==> src/rtl/rx_fifo_irq.sv <==
module rx_fifo_irq #(
  parameter int DEPTH   = 16,
  parameter int TMO_W   = 4,
  parameter int FRM_W   = 4,
  parameter int THR_RST = DEPTH / 2,
  parameter int TMO_RST = 1
) (
  input  logic             clk,
  input  logic             rst_n,
  input  logic             rx_valid,
  input  logic [7:0]       rx_char,
  input  logic             rx_brk,
  input  logic             rx_par_err,
  input  logic             rx_frm_err,
  input  logic             baud_tick,
  input  logic [FRM_W-1:0] frame_bits,
  input  logic             reg_wr,
  input  logic             reg_rd,
  input  logic [1:0]       reg_addr,
  input  logic [15:0]      reg_wdata,
  output logic [15:0]      reg_rdata,
  output logic             irq
);
  localparam int AW = $clog2(DEPTH);
  localparam int CW = AW + 1;
  localparam logic [1:0] A_DATA = 2'd0;
  localparam logic [1:0] A_CTRL = 2'd1;
  localparam logic [1:0] A_IRQ  = 2'd2;
  localparam logic [CW-1:0] FULL_LVL = CW'(DEPTH);
  localparam logic [AW-1:0] LAST_PTR = AW'(DEPTH - 1);
  localparam logic [TMO_W:0] ONE_T = 1;
  localparam logic [FRM_W:0] ONE_F = 1;

  logic [10:0]      mem [DEPTH];
  logic [AW-1:0]    wptr, rptr;
  logic [CW-1:0]    fill;
  logic [CW-1:0]    thr;
  logic [TMO_W-1:0] tmo_lim;
  logic [3:0]       mask;
  logic             rst_pend, ovr_q, tmo_q;
  logic [FRM_W-1:0] bit_cnt;
  logic [TMO_W-1:0] chr_cnt;

  wire empty = (fill == '0);
  wire full  = (fill == FULL_LVL);
  wire pop   = reg_rd && reg_addr == A_DATA && !empty && !rst_pend;
  wire push  = rx_valid && !rst_pend && (!full || pop);
  wire drop  = rx_valid && !rst_pend && full && !pop;
  wire wr_ctl = reg_wr && reg_addr == A_CTRL;
  wire wr_irq = reg_wr && reg_addr == A_IRQ;
  wire going_empty = pop && !push && fill == CW'(1);
  wire frame_end = ({1'b0, bit_cnt} + ONE_F) >= {1'b0, frame_bits};

  wire [3:0] status = {!empty, tmo_q, fill >= thr, ovr_q};
  assign irq = |(status & mask);

  wire unused_wdata = ^{reg_wdata[15:13], reg_wdata[3:1]};

  always_ff @(posedge clk) begin
    if (push) mem[wptr] <= {rx_brk, rx_par_err, rx_frm_err, rx_char};
  end

  always_ff @(posedge clk or negedge rst_n) begin
    if (!rst_n) begin
      wptr <= '0;
      rptr <= '0;
      fill <= '0;
      ovr_q <= 1'b0;
    end else if (rst_pend) begin
      wptr <= '0;
      rptr <= '0;
      fill <= '0;
      ovr_q <= 1'b0;
    end else begin
      if (push) wptr <= (wptr == LAST_PTR) ? '0 : wptr + 1'b1;
      if (pop)  rptr <= (rptr == LAST_PTR) ? '0 : rptr + 1'b1;
      if (push && !pop)      fill <= fill + 1'b1;
      else if (pop && !push) fill <= fill - 1'b1;
      if (drop) ovr_q <= 1'b1;
    end
  end

  always_ff @(posedge clk or negedge rst_n) begin
    if (!rst_n) begin
      thr <= CW'(THR_RST);
      tmo_lim <= TMO_W'(TMO_RST);
      mask <= '0;
      rst_pend <= 1'b0;
    end else begin
      rst_pend <= wr_ctl && reg_wdata[0];
      if (wr_ctl) begin
        thr <= reg_wdata[8 +: CW];
        tmo_lim <= reg_wdata[4 +: TMO_W];
      end
      if (wr_irq) mask <= reg_wdata[11:8];
    end
  end

  always_ff @(posedge clk or negedge rst_n) begin
    if (!rst_n) begin
      bit_cnt <= '0;
      chr_cnt <= '0;
      tmo_q <= 1'b0;
    end else if (rst_pend || push || empty || going_empty) begin
      bit_cnt <= '0;
      chr_cnt <= '0;
      tmo_q <= 1'b0;
    end else if (baud_tick) begin
      if (frame_end) begin
        bit_cnt <= '0;
        if (tmo_lim != '0 && !tmo_q) begin
          chr_cnt <= chr_cnt + 1'b1;
          if (({1'b0, chr_cnt} + ONE_T) >= {1'b0, tmo_lim}) tmo_q <= 1'b1;
        end
      end else begin
        bit_cnt <= bit_cnt + 1'b1;
      end
    end
  end

  always_comb begin
    reg_rdata = '0;
    case (reg_addr)
      A_DATA: if (!empty) reg_rdata = {4'b0, 1'b1, mem[rptr]};
      A_CTRL: begin
        reg_rdata[8 +: CW]    = thr;
        reg_rdata[4 +: TMO_W] = tmo_lim;
        reg_rdata[0]          = rst_pend;
      end
      A_IRQ:  reg_rdata = {4'b0, mask, 4'b0, status};
      default: reg_rdata = '0;
    endcase
  end

  assert_fill_bound_R3: assert property (@(posedge clk) disable iff (!rst_n)
    fill <= FULL_LVL);
  assert_drop_keeps_R3: assert property (@(posedge clk) disable iff (!rst_n)
    drop |=> (ovr_q && fill == FULL_LVL));
  assert_ovr_sticky_R5: assert property (@(posedge clk) disable iff (!rst_n)
    (ovr_q && !rst_pend) |=> ovr_q);
  assert_flush_clears_R6: assert property (@(posedge clk) disable iff (!rst_n)
    rst_pend |=> (fill == '0 && !ovr_q));
  assert_empty_read_R2: assert property (@(posedge clk) disable iff (!rst_n)
    (reg_rd && reg_addr == A_DATA && empty && !rx_valid) |=> empty);
  assert_tmo_needs_data_R8: assert property (@(posedge clk) disable iff (!rst_n)
    tmo_q |-> !empty);
  assert_mask_quiet_R10: assert property (@(posedge clk) disable iff (!rst_n)
    (mask == 4'b0) |-> !irq);
endmodule

==> config.mk <==
export PLATFORM = sky130hd
export DESIGN_NAME = rx_fifo_irq
export DESIGN_NICKNAME = d
export VERILOG_FILES = /design/src/rtl/rx_fifo_irq.sv
export SDC_FILE = /design/constraint.sdc
export NUM_CORES = 1
export LEC_CHECK = 0
export ABC_AREA = 1
export BUFFER_PORTS_ARGS = -buffer_cell sky130_fd_sc_hd__buf_4
export CAP_MARGIN = 20
export CORE_AREA = 2 2 124 126
export CTS_BUF_LIST = sky130_fd_sc_hd__clkbuf_8
export CTS_CLUSTER_SIZE = 25
export DETAILED_ROUTE_END_ITERATION = 8
export DIE_AREA = 0 0 126 128
export PLACE_DENSITY = 0.8
export REMOVE_ABC_BUFFERS = 1
export SLEW_MARGIN = 0
export SYNTH_ARGS = -nofsm -noshare
export SYNTH_HDL_FRONTEND = slang
export SYNTH_SLANG_ARGS = --single-unit
export TNS_END_PERCENT = 5
==> constraint.sdc <==
create_clock -name clk -period 3.2 [get_ports clk]
set_input_delay 0.32 -clock clk [delete_from_list [all_inputs] [get_ports clk]]
set_output_delay 0.32 -clock clk [all_outputs]
set_load 0.01 [all_outputs]
## After elaboration in Yosys (flattened, before gate mapping)

Memory sizes are Yosys's and may differ from the RTL's.
Cells that the tools add are included.

| cells by class | value |
|---|---|
| add/subtract/negate cells | 8 |
| multiply operators | 0 |
| divide/modulo/power cells | 0 |
| order comparisons | 3 |
| equal/unequal tests | 6 |
| shift operators | 0 |
| muxes and demuxes | 30 |
| bitwise operators | 1 |
| reductions and logical operators | 38 |

Operators by type and width:

| cell | count |
|---|---|
| $mux 4 | 13 |
| $pmux 9 s3 | 1 |
| $add 4x1->4 const B | 4 |
| $mux 5 | 3 |
| $logic_and 1x1->1 | 14 |
| $reduce_bool 2->1 | 7 |
| $mux 12 | 1 |
| $add 4x1->5 const B | 2 |
| $ge 5x4->1 | 2 |
| $mux 1 | 9 |
| $eq 4x4->1 const B | 2 |
| $logic_not 1->1 | 6 |
| $pmux 3 s2 | 1 |
| $add 5x1->5 const B | 1 |
| $eq 5x1->1 const B | 1 |
| $eq 5x5->1 const B | 1 |
| $ge 5x5->1 | 1 |
| $logic_not 5->1 | 1 |
| $sub 5x1->5 const B | 1 |
| $and 4x4->4 | 1 |
| $logic_or 1x1->1 | 4 |
| $reduce_and 4->1 | 1 |
| $reduce_bool 4->1 | 1 |
| $reduce_or 4->1 | 1 |
| other kinds (7) | 7 |

| word-level totals | value |
|---|---|
| register bits | 37 |
| bits in latches | 0 |
| bits in writable memories | 176 |
| bits in read-only memories | 0 |
| output and inout port bits | 17 |
| memories | 1 |

Memories:

| memory | words | width | read ports | clocked after Yosys merged registers in | wr ports | RTL line | source |
|---|---|---|---|---|---|---|---|
| mem | 16 | 11 | 1 | 0 | 1 | 34 | `logic [10:0] mem [DEPTH];` |

## Logic depth before layout (Yosys ltp)

Gate-level depths: netlist of run 1.

| logic depth | value |
|---|---|
| depth after elaboration | 12 |
| mapped depth | 12 |
| depth with buffers taken out | 12 |

## Worst setup path after synthesis of run 1

No wires, ideal clock.

| timing | value |
|---|---|
| path type | flip-flop to flip-flop |
| from | register fill[0] |
| to | memory mem[11][0], enable pin |
| library setup time | 378 ps |
| data arrival time | 1832 ps |
| required time | 2822 ps |
| setup slack | 990 ps |
| stages on the path, launching flop included | 10 |
| path buffers | 0 |
| cells stage by stage | dfrtp_1 > inv_1 > ha_1 > nand3_4 > nand3_4 > nand2_2 > nand2_2 > inv_1 > nand2_1 > nor2_1 |

| on the way | value |
|---|---|
| cells in the longest elaborated chain, start to end | 8 |
| elaborated cells on any way between the ends | 10 |

RTL lines:

| item | RTL line | source |
|---|---|---|
| start, declared | 36 | `logic [CW-1:0] fill;` |
| start signal, assigned | 77 | `if (push && !pop) fill <= fill + 1'b1;` |
| start signal, assigned | 78 | `else if (pop && !push) fill <= fill - 1'b1;` |
| $logic_not 5->1 | 44 | `wire empty = (fill == '0);` |
| $logic_not 1->1 | n/a |  |
| $logic_and 1x1->1 (2 in series) | 46 | `wire pop = reg_rd && reg_addr == A_DATA && !empty && !rst_pend;` |
| $logic_or 1x1->1 * | 47 | `wire push = rx_valid && !rst_pend && (!full \|\| pop);` |
| $logic_and 1x1->1 * | 47 |  |
| $mux 1 * | 60 | `if (push) mem[wptr] <= {rx_brk, rx_par_err, rx_frm_err, rx_char};` |
| $mux 1 (not written as such) * | 60 |  |
| end, declared | 34 |  |

Every way passes the cells marked *; elsewhere a longest branch is shown, timed or not.

## Worst setup path in the final report of run 1

| timing | value |
|---|---|
| from | register rptr[3] |
| to | output port reg_rdata[7] |

| on the way | value |
|---|---|
| cells in the longest elaborated chain, start to end | 3 |

RTL lines:

| item | RTL line | source |
|---|---|---|
| start, declared | 35 | `logic [AW-1:0] wptr, rptr;` |
| start signal, assigned | 76 | `if (pop) rptr <= (rptr == LAST_PTR) ? '0 : rptr + 1'b1;` |
| $mem_v2 16x11 | n/a |  |
| $mux 12 | 124 | `A_DATA: if (!empty) reg_rdata = {4'b0, 1'b1, mem[rptr]};` |
| $pmux 9 s3 | 123 | `case (reg_addr)` |
| end, declared | 21 | `output logic [15:0] reg_rdata,` |

Every way passes these cells.

==> results of run 1 <==
[repair_timing]
item,CTS,global route
setup endpoints to repair,0,2
hold buffers,1,0
resized for setup,0,1
hold endpoints to repair,35,0
setup buffers,0,0
[worst max-delay path, stage by stage, from the launching register on]
cell      delay, ps
dfrtp_1         790
inv_1           470
o211ai_1        280
nand2_1         170
nand2_1          90
o21ai_0         120
buf_4           170
[routing by layer]
metal | routed length [um] | share of wire | track usage | up-vias
li1 | - | - | - | 3149
met1 | 8415 | 0.39 | 0.3539 | 3276
met2 | 10840 | 0.50 | 0.4573 | 318
met3 | 1624 | 0.075 | 0.05092 | 62
met4 | 863 | 0.040 | 0.1215 | 0
met5 | 0 | 0 | 0 | -
[power by group]
group | switching [mW] | leakage, nW | total (mW) | internal, mW
registers | 0.189 | 2.05 | 3.52 | 3.34
logic | 1.70 | 1.77 | 2.53 | 0.835
clock network | 1.03 | 0.337 | 2.07 | 1.04
total | 2.91 | 4.16 | 8.13 | 5.21
[area by class of cell]
class,count,area share
sequential,213,0.5803
multi-input combinational,535,0.2660
timing repair buffer,74,0.05362
clock buffer,36,0.04626
inverter,64,0.02243
tap,188,0.02196
clock inverter,23,0.009463
[state kept, by name (all words and copies together), names as in the netlist]
name / cells
mem: 176
rst_pend: 1
tmo_q: 1
tmo_lim: 4
ovr_q: 1
fill: 5
wptr: 4
bit_cnt: 4
mask: 4
chr_cnt: 4
rptr: 4
thr: 5
[final timing paths]
| path | from | endpoint | slack [ps] | cells after the start |
|---|---|---|---|---|
| max | rptr[3]$_DFFE_PN0P_ | reg_rdata[7] | 270 | 6 |
| min | reg_wdata[0] | rst_pend$_DFF_PN0_ | 20 | 3 |
| max reg2reg | fill[0]$_DFFE_PN0P_ | mem[10][9]$_DFFE_PP_ | 510 | 10 |
| min reg2reg | thr[1]$_DFFE_PN0P_ | thr[1]$_DFFE_PN0P_ | 500 | 2 |
| max in group asynchronous | rst_n | tmo_lim[0]$_DFFE_PN1P_ | 2530 | 2 |
| min in group asynchronous | rst_n | fill[0]$_DFFE_PN0P_ | 290 | 2 |
[cell usage in the layout (no fill, tap or decap), types with 3 or more instances in the layout]
cell type,Yosys,final
clkinv_1,1,9
xnor2_1,4,4
edfxtp_1,176,176
o21ai_0,117,117
o21bai_1,3,3
buf_4,3,71
nand3_1,33,33
xor2_1,8,8
o22ai_1,23,23
nand2_2,4,4
inv_2,4,4
nor2_1,151,151
conb_1,1,3
o211ai_1,39,39
o221ai_1,3,3
nand2_1,84,84
a21oi_1,13,13
o21ai_1,4,4
clkbuf_8,0,36
dfrtp_1,35,34
nor2_2,3,3
inv_1,59,69
ha_1,24,24
[cells by family after synthesis]
kind of cell / count (synthesis)
flip-flops: 213
AO/OA/AOI/OAI: 209
buffers and inverters: 105
adder cells (fa/ha/maj): 24
AND/OR/NAND/NOR: 287
other: 1
XOR/XNOR: 12
==> out/metrics.yaml, run 1 <==
layout:
  layout.cells.non_filler: 1133
  postLayoutCoreUtil: 0.7205
  fin_area_um2: 10710
  multiInputGateArea_um2: 2849
  diodes: 0
  layout-drive-gt1-share: 0.1481
  seq_area_um2: 6215
  area_growth_syn_to_layout_pct: 13.02
  nets: 986
  fillers: 982
timing:
  tightest_slew_ps: 694.8
  finalHoldViolations: 0
  drv_slew: 0
  slew_headroom: 0.5368
  setup_violations: 0
  rsz0062_at_grt: "false"
  finalWorstSetupSlack_ps: 269.7
  holdWs_ps: 24.80
  tns_ps: 0
  max_freq_ghz: 0.3413
  period_minus_slack_ps: 2930
  skew_ps: 26.07
  finalCritPeriodShare: 0.9157
clock_network:
  h-tree-depth: 2
  root_buffer: "clkbuf_8"
  clockBufferDepth: 3
  numCtsBuffers: 35
  clock-sinks: 213
  cts_tree: "built"
  clk_latency_ps: 520
  clkTransAtPathRegs_ps: 60
global_routing:
  grt_max_degree: 91
  track_usage: 0.2735
  grt_pass1_wl_um: 34080
  grt_antenna_before_repair: 0
  grt_pass1_vias: 6818
  grt_overflow: 0
route:
  wire_per_inst_um: 19.19
  route.detailed.drc: 0
  detail-route-antenna-nets: 0
  vias: 6805
  firstDrtPassIters: 5
  wl_um: 21750
  drt-vias-per-instance: 6.006
  drt_iter0_markers: 597
placement:
  place_area_um2: 10100
  place_ws_ps: 573.3
  dp_cells: 1073
  port_buffers: 46
  routabilityCongestion: 0.8571
  dpl.hpwl_um: 13820
synthesis:
  synth_xor_area_frac: 0.01109
  synthAdderAreaFrac: 0.03169
  ys_seq_elements: 213
  yosysTopAreaCellShare: 0.5577
  yosysSeqAreaShare: 0.6557
  synthesis.area_um2: 9477
  synth_area_leaders: "edfxtp_1 56%, dfrtp_1 9.2%, o21ai_0 6.2%"
  synth_common_cells: "176 x edfxtp_1, 151 x nor2_1, 117 x o21ai_0"
  syn_inst: 851
  yosys.area_share.simple: 0.1286
  synth_most_common_cell: "edfxtp_1"
  ys_types: 41
  synth_top_cell_by_area: "edfxtp_1"
  synthArstFlopShare: 0.1737
  synthMuxAreaShare: 0
  ys.flop_type: "edfxtp_1"
  synth_edf_count: 176
  ys_warn_count: 0
  syn_area_per_cell_um2: 11.14
  synth_compound_area_frac: 0.1281
  synth_top_family_by_area: "simple AND/OR/NAND/NOR gates"
power:
  powerDensity_nw_per_um2: 759.0
  fin_total_pwr_mw: 8.129
  leakage_nw: 4.161
  vdd_drop_max_v: 0.0004388
setup_path:
  crit_fanout: 16
  cp-end-kind: "output port"
  cp.arrival_ps: 2610
  cp-start-kind: "flip-flop"
  required_ps: 2880
  path_class: "reg -> out"
floorplanning:
  die_w_um: 126
  io_pins: 56
  dieArea_um2: 16130
  start_util: 0.6375
  fp.dieH_um: 128
  coreArea_um2: 14860
  rows: 45
flow_run:
  drv_cap: 0
worst_hold_path:
  hold_path.class: "in -> reg"
run_status:
  outcome: "finished clean"
Note: power is estimated with default switching activity, not from simulation.
==> run 2: changes to the inputs <==
--- a/config.mk
+++ b/config.mk
@@ -5,14 +5,13 @@
 export SDC_FILE = /design/constraint.sdc
 export NUM_CORES = 1
 export LEC_CHECK = 0
-export ABC_AREA = 1
 export BUFFER_PORTS_ARGS = -buffer_cell sky130_fd_sc_hd__buf_4
 export CAP_MARGIN = 20
-export CORE_AREA = 2 2 124 126
+export CORE_AREA = 2 2 123 125
 export CTS_BUF_LIST = sky130_fd_sc_hd__clkbuf_8
 export CTS_CLUSTER_SIZE = 25
 export DETAILED_ROUTE_END_ITERATION = 8
-export DIE_AREA = 0 0 126 128
+export DIE_AREA = 0 0 125 127
 export PLACE_DENSITY = 0.8
 export REMOVE_ABC_BUFFERS = 1
 export SLEW_MARGIN = 0
==> run 2 against run 1 <==
Global-route usage down 3.1 points. Die area fell by 1.6%. Register-to-register slack worse by 210 ps. Cell count decreased by 26%. Worst hold slack improved by 25 ps. Flip-flop and latch count unchanged. Critical path type unchanged. Highest routed layer unchanged.
==> out/metrics.yaml, run 2 <==
synthesis:
  ys_warn_count: 0
  yosysTopAreaCellShare: 0.5697
  synth_common_cells: "176 x edfxtp_1, 47 x mux4_2, 35 x dfrtp_1"
  synth_top_cell_by_area: "edfxtp_1"
  synth_area_leaders: "edfxtp_1 57%, mux4_2 11%, dfrtp_1 9.4%"
  yosysSeqAreaShare: 0.6697
  synth_edf_count: 176
  ys.flop_type: "edfxtp_1"
  ys_types: 57
  ys_seq_elements: 213
  synth_most_common_cell: "edfxtp_1"
  synthArstFlopShare: 0.1737
  synthesis.area_um2: 9278
  syn_inst: 554
  syn_area_per_cell_um2: 16.75
route:
  drt_iter0_markers: 615
  firstDrtPassIters: 5
  vias: 5285
  detail-route-antenna-nets: 0
  wire_per_inst_um: 22.19
  drt-vias-per-instance: 6.314
  wl_um: 18570
  route.detailed.drc: 0
setup_path:
  r2r_slack_ps: 300
  cp_top_family: "compound AO/OA/AOI/OAI gates"
  crit_fanout: 18
  cp-end-kind: "output port"
  cp.arrival_ps: 2790
  rr_endpoint: "mem[11][10]$_DFFE_PP_"
  endpoint: "reg_rdata[7]"
  path_class: "reg -> out"
  reg2reg_depth: 7
  critPathSlowestCell: "dfrtp_4"
  critical_path_depth: 6
  r2r-start: "fill[0]$_DFFE_PN0P_"
  cp-start-kind: "flip-flop"
  startpoint: "rptr[0]$_DFFE_PN0P_"
  cp_cell_sequence: "buf_12, mux4_2, a22o_1, a221oi_1, o21ai_0, buf_4"
  path_buf_inv: 2
  required_ps: 2880
  slowest_delay_ps: 570
global_routing:
  grt_max_degree: 38
  grt_pass1_wl_um: 29210
  grt_overflow: 0
  grt_antenna_before_repair: 0
  track_usage: 0.2424
  grt_pass1_vias: 5373
power:
  p_seq_frac: 0.462
  powerDensity_nw_per_um2: 728.3
  leakage_nw: 3.818
  vdd_drop_max_v: 0.0005390
  power_switching_mw: 2.273
  power.share.combinational: 0.268
  internal_power_mw: 5.395
  sw_frac_of_total: 0.2964
  clkPwrFrac: 0.270
timing:
  drv_slew: 0
  tightest_slew_ps: 1052
  max_freq_ghz: 0.3217
  period_minus_slack_ps: 3109
  tns_ps: 0
  finalCritPeriodShare: 0.9714
  setup_violations: 0
  slew_headroom: 0.2908
  rsz0062_at_grt: "true"
  holdWs_ps: 49.62
  finalHoldViolations: 0
  skew_ps: 34.73
clock_network:
  cts_tree: "built"
  numCtsBuffers: 35
  root_buffer: "clkbuf_8"
  clock-sinks: 213
  clockBufferDepth: 3
  post_cts_buffers: 0
  h-tree-depth: 2
  clk_latency_ps: 520
  clkTransAtPathRegs_ps: 60
layout:
  layout.cells.non_filler: 837
  diodes: 0
  final_common_cell: "edfxtp_1"
  largest_register: "mem"
  final_cell_mix: "176 x edfxtp_1, 61 x buf_4, 47 x mux4_2"
  area_growth_syn_to_layout_pct: 13.49
  largest_register_ffs: 176
  reg_top3: "mem x176, fill x5, thr x5"
  nets: 693
  layout-drive-gt1-share: 0.2741
placement:
  dpl.hpwl_um: 12300
  dp_cells: 776
  port_buffers: 46
  routabilityCongestion: 0.8140
run_status:
  outcome: "finished clean"
floorplanning:
  die_w_um: 125
  fp.dieH_um: 127
  coreArea_um2: 14420
  start_util: 0.6432
  io_pins: 56
  dieArea_um2: 15880
  rows: 44
worst_hold_path:
  hold_path.class: "in -> reg"
  min_path_cells: 2
flow_run:
  drv_cap: 0
[run 2: cell types whose count changed in the layout (fill, tap and decap cells not counted), sizes merged, moves of 12 or more]
cell	before	now
nor2	156	18
nand2b	0	12
mux2	0	15
inv	74	32
o21ai	122	20
nand3	37	12
mux4	0	47
o211ai	39	2
o22ai	23	1
nand2	90	24
[run 2: what timing repair did]
| item | in CTS | in global routing |
|---|---|---|
| gates resized for setup | 1 | 2 |
| hold endpoints to repair | 35 | 0 |
| endpoints found under the setup margin | 1 | 2 |
| hold buffers | 1 | 0 |
[run 2: per-stage QoR]
step | util | worst slack (ps) | cell area, um^2 | power [mW]
finish | 0.7300 | 91.43 | 10530 | 7.669
global route | 0.7300 | -17.83 | 10530 | 8.042
CTS | 0.7293 | 43.77 | 10520 | 7.713
detailed placement | 0.6859 | 366.0 | 9893 | 5.637
global placement | 0.6859 | 480.7 | 9893 | 5.557
floorplan | - | -369.1 | 9143 | 4.896
[run 2: area by class of cell]
cell class              count  area, um^2
clock buffers              38       523.0
clock inverters            22       90.09
fillers                   857        3895
inverters                  18       67.56
multi-input cells         297        2872
flip-flops and latches    213        6218
well taps                 184       230.2
repair buffers             65       528.0
[run 2: worst min-delay path by stage]
| stage | slack (ps) | startpoint | endpoint |
|---|---|---|---|
| 6_report | 50 | reg_wdata[12] | thr[4]$_DFFE_PN0P_ |
| 4_1_cts | 30 | reg_wdata[6] | tmo_lim[2]$_DFFE_PN0P_ |
| 3_5_place_dp | 330 | rst_n | fill[3]$_DFFE_PN0P_ |
| 2_1_floorplan | 20 | rst_n | bit_cnt[0]$_DFFE_PN0P_ |
| 3_3_place_gp | 320 | rst_n | fill[1]$_DFFE_PN0P_ |
| 5_1_grt | 20 | reg_wdata[6] | tmo_lim[2]$_DFFE_PN0P_ |
[run 2: routing by layer]
metal  up-vias  track usage  wire (um)
met5         -            0          0
li1       2350            -          -
met2       238       0.4019       9406
met1      2662       0.3298       7234
met3        35      0.05025       1527
met4         0      0.07974        402
[run 2: cells by family (layout without fill, tap and decap cells)]
kind of cell               Yosys count  after routing  share of synthesized area
other                                1              3                  0.0004042
muxes                               66             66                     0.1366
DFF                                213            213                     0.6697
AOI/OAI and AO/OA                   85             85                    0.06501
buffers and inverters               46            143                    0.02266
adders and majority gates           24             24                    0.03237
and+or+nand+nor                    112            112                    0.06662
xor gates and xnor gates             7              7                   0.006608
[run 2: worst reg2reg max path, cell delays in order (launching register included)]
cell,delay [ps]
dfrtp_1,450
inv_1,120
ha_1,270
nor4b_4,180
o31ai_1,330
nand2b_1,220
nor3_1,330
and2_1,600
[run 2: power groups by stage]
stage	sequential [mW]	combinational, mW	clock, mW
floorplan	3.67	1.23	0
global placement	3.57	1.99	0
detailed placement	3.59	2.05	0
CTS	3.54	2.05	2.12
global route	3.58	2.23	2.24
finish	3.54	2.06	2.07
==> run 3: changes to the inputs <==
==> constraint.sdc (replaced) <==
create_clock -name clk -period 3.8 [get_ports clk]
set_input_delay 0.38 -clock clk [delete_from_list [all_inputs] [get_ports clk]]
set_output_delay 0.38 -clock clk [all_outputs]
set_load 0.01 [all_outputs]
==> run 3 against run 2 <==
Setup slack better by 400 ps. Routed wire length up 3.2%. Clock power down 14%. Utilization down 0.82 points. Sequential power down 15%. Cell count down 1.4%. First-iteration DRC count up 13%. Non-clock buffer count down 11. Count of clock-buffer cells in the layout unchanged. Clock skew down 11 ps. Largest cell class unchanged.
==> out/metrics.yaml, run 3 (synthesized netlist as in run 2, its figures left out) <==
setup_path:
  critPathSlowestCell: "mux4_2"
  cp-end-kind: "output port"
  reg2reg_depth: 6
  crit_fanout: 19
  critical_path_depth: 8
  cp_top_family: "buffers and inverters"
  cp-start-kind: "flip-flop"
  cp_cell_sequence: "buf_4, buf_4, mux4_2, mux2_2, nand3_1, o31ai_1, a221o_1, buf_4"
  crit_top_cell: "buf_4"
  required_ps: 3420
  slowest_delay_ps: 520
  path_class: "reg -> out"
  cp.arrival_ps: 2930
  path_buf_inv: 3
clock_network:
  numCtsBuffers: 35
  clockBufferDepth: 3
  post_cts_buffers: 0
  clk_latency_ps: 510
  clock-sinks: 213
  clkTransAtPathRegs_ps: 70
  hold_buffers: 1
  h-tree-depth: 2
  cts_tree: "built"
  cts_resized: 0
  root_buffer: "clkbuf_8"
route:
  vias: 5346
  wire_per_inst_um: 23.22
  firstDrtPassIters: 5
  wl_um: 19160
  route.detailed.drc: 0
  drt_iter0_markers: 693
  drt-vias-per-instance: 6.480
  detail-route-antenna-nets: 0
layout:
  reg_top3: "mem x176, fill x5, thr x5"
  seq_area_um2: 6216
  postLayoutCoreUtil: 0.7217
  diodes: 0
  area_growth_syn_to_layout_pct: 12.21
  layout-drive-gt1-share: 0.2621
  largest_register: "mem"
  largest_register_ffs: 176
  final_cell_mix: "176 x edfxtp_1, 52 x buf_4, 47 x mux4_2"
  multiInputGateArea_um2: 2861
  fillers: 854
  nets: 682
  fin_area_um2: 10410
  final_common_cell: "edfxtp_1"
global_routing:
  grt_overflow: 0
  grt_antenna_before_repair: 0
  track_usage: 0.2463
  grt_pass1_vias: 5252
  grt_pass1_wl_um: 29420
  grt_max_degree: 38
run_status:
  outcome: "finished clean"
timing:
  rsz0062_at_grt: "false"
  drv_slew: 0
  skew_ps: 24.01
  slew_headroom: 0.2845
  max_freq_ghz: 0.3020
  period_minus_slack_ps: 3312
  finalCritPeriodShare: 0.8715
  holdWs_ps: 87.88
  tns_ps: 0
  setup_violations: 0
  finalHoldViolations: 0
  tightest_slew_ps: 1062
placement:
  dpl.hpwl_um: 11800
  port_buffers: 46
  routabilityCongestion: 0.8429
  place_area_um2: 9786
power:
  vdd_drop_max_v: 0.0003561
  leakage_nw: 3.723
  powerDensity_nw_per_um2: 618.7
floorplanning:
  fp.dieH_um: 127
  io_pins: 56
  coreArea_um2: 14420
  rows: 44
  die_w_um: 125
  dieArea_um2: 15880
  start_util: 0.6432
worst_hold_path:
  min_path_cells: 2
  hold_path.class: "in -> reg"
flow_run:
  drv_cap: 0
## run 3: final cells by class
class	instances	share of cell area
Tap cell	184	0.02212
Multi-Input combinational cell	297	0.2749
Clock buffer	38	0.05024
Timing Repair Buffer	54	0.04038
Clock inverter	21	0.008774
Sequential cell	213	0.5971
Inverter	18	0.006490
## run 3: worst register-to-register path, delay by kind of cell (launching register included)
family	cells	cell delay (ps)
compound gates	1	320
fa+ha+maj	1	270
simple gates	3	1460
flops	1	460
buf+inv	1	130
## run 3: worst paths after layout
path,end,slack (ps),start
min in group asynchronous,fill[1]$_DFFE_PN0P_,370,rst_n
max reg2reg,mem[14][1]$_DFFE_PP_,770,fill[0]$_DFFE_PN0P_
max,reg_rdata[10],490,rptr[0]$_DFFE_PN0P_
min reg2reg,mask[3]$_DFFE_PN0P_,540,mask[3]$_DFFE_PN0P_
max in group asynchronous,thr[3]$_DFFE_PN1P_,3070,rst_n
min,tmo_lim[3]$_DFFE_PN0P_,90,reg_wdata[7]
## run 3: power by group
part | leakage [nW] | total [mW] | internal (mW) | switching (mW)
logic | 1.32 | 1.65 | 0.800 | 0.849
registers | 2.05 | 3.02 | 2.78 | 0.239
clock network | 0.344 | 1.77 | 0.918 | 0.855
total | 3.72 | 6.44 | 4.50 | 1.94
## run 3: through the flow
step	cells	power (mW)	setup WS (ps)
2_1_floorplan	528	4.123	170.9
3_3_place_gp	765	4.626	905.3
3_5_place_dp	765	4.704	813.8
4_1_cts	825	6.472	414.3
5_1_grt	825	6.725	304.8
6_report	825	6.440	488.3
## run 3: metal layers
metal  routed length, um  part of all wire  vias up  global-route usage
met5                   0                 0        -                   0
met4                 590             0.031        0             0.08889
met3                1352             0.071       44             0.05025
met2                9416              0.49      248              0.3977
met1                7796              0.41     2722              0.3420
li1                    -                 -     2332                   -
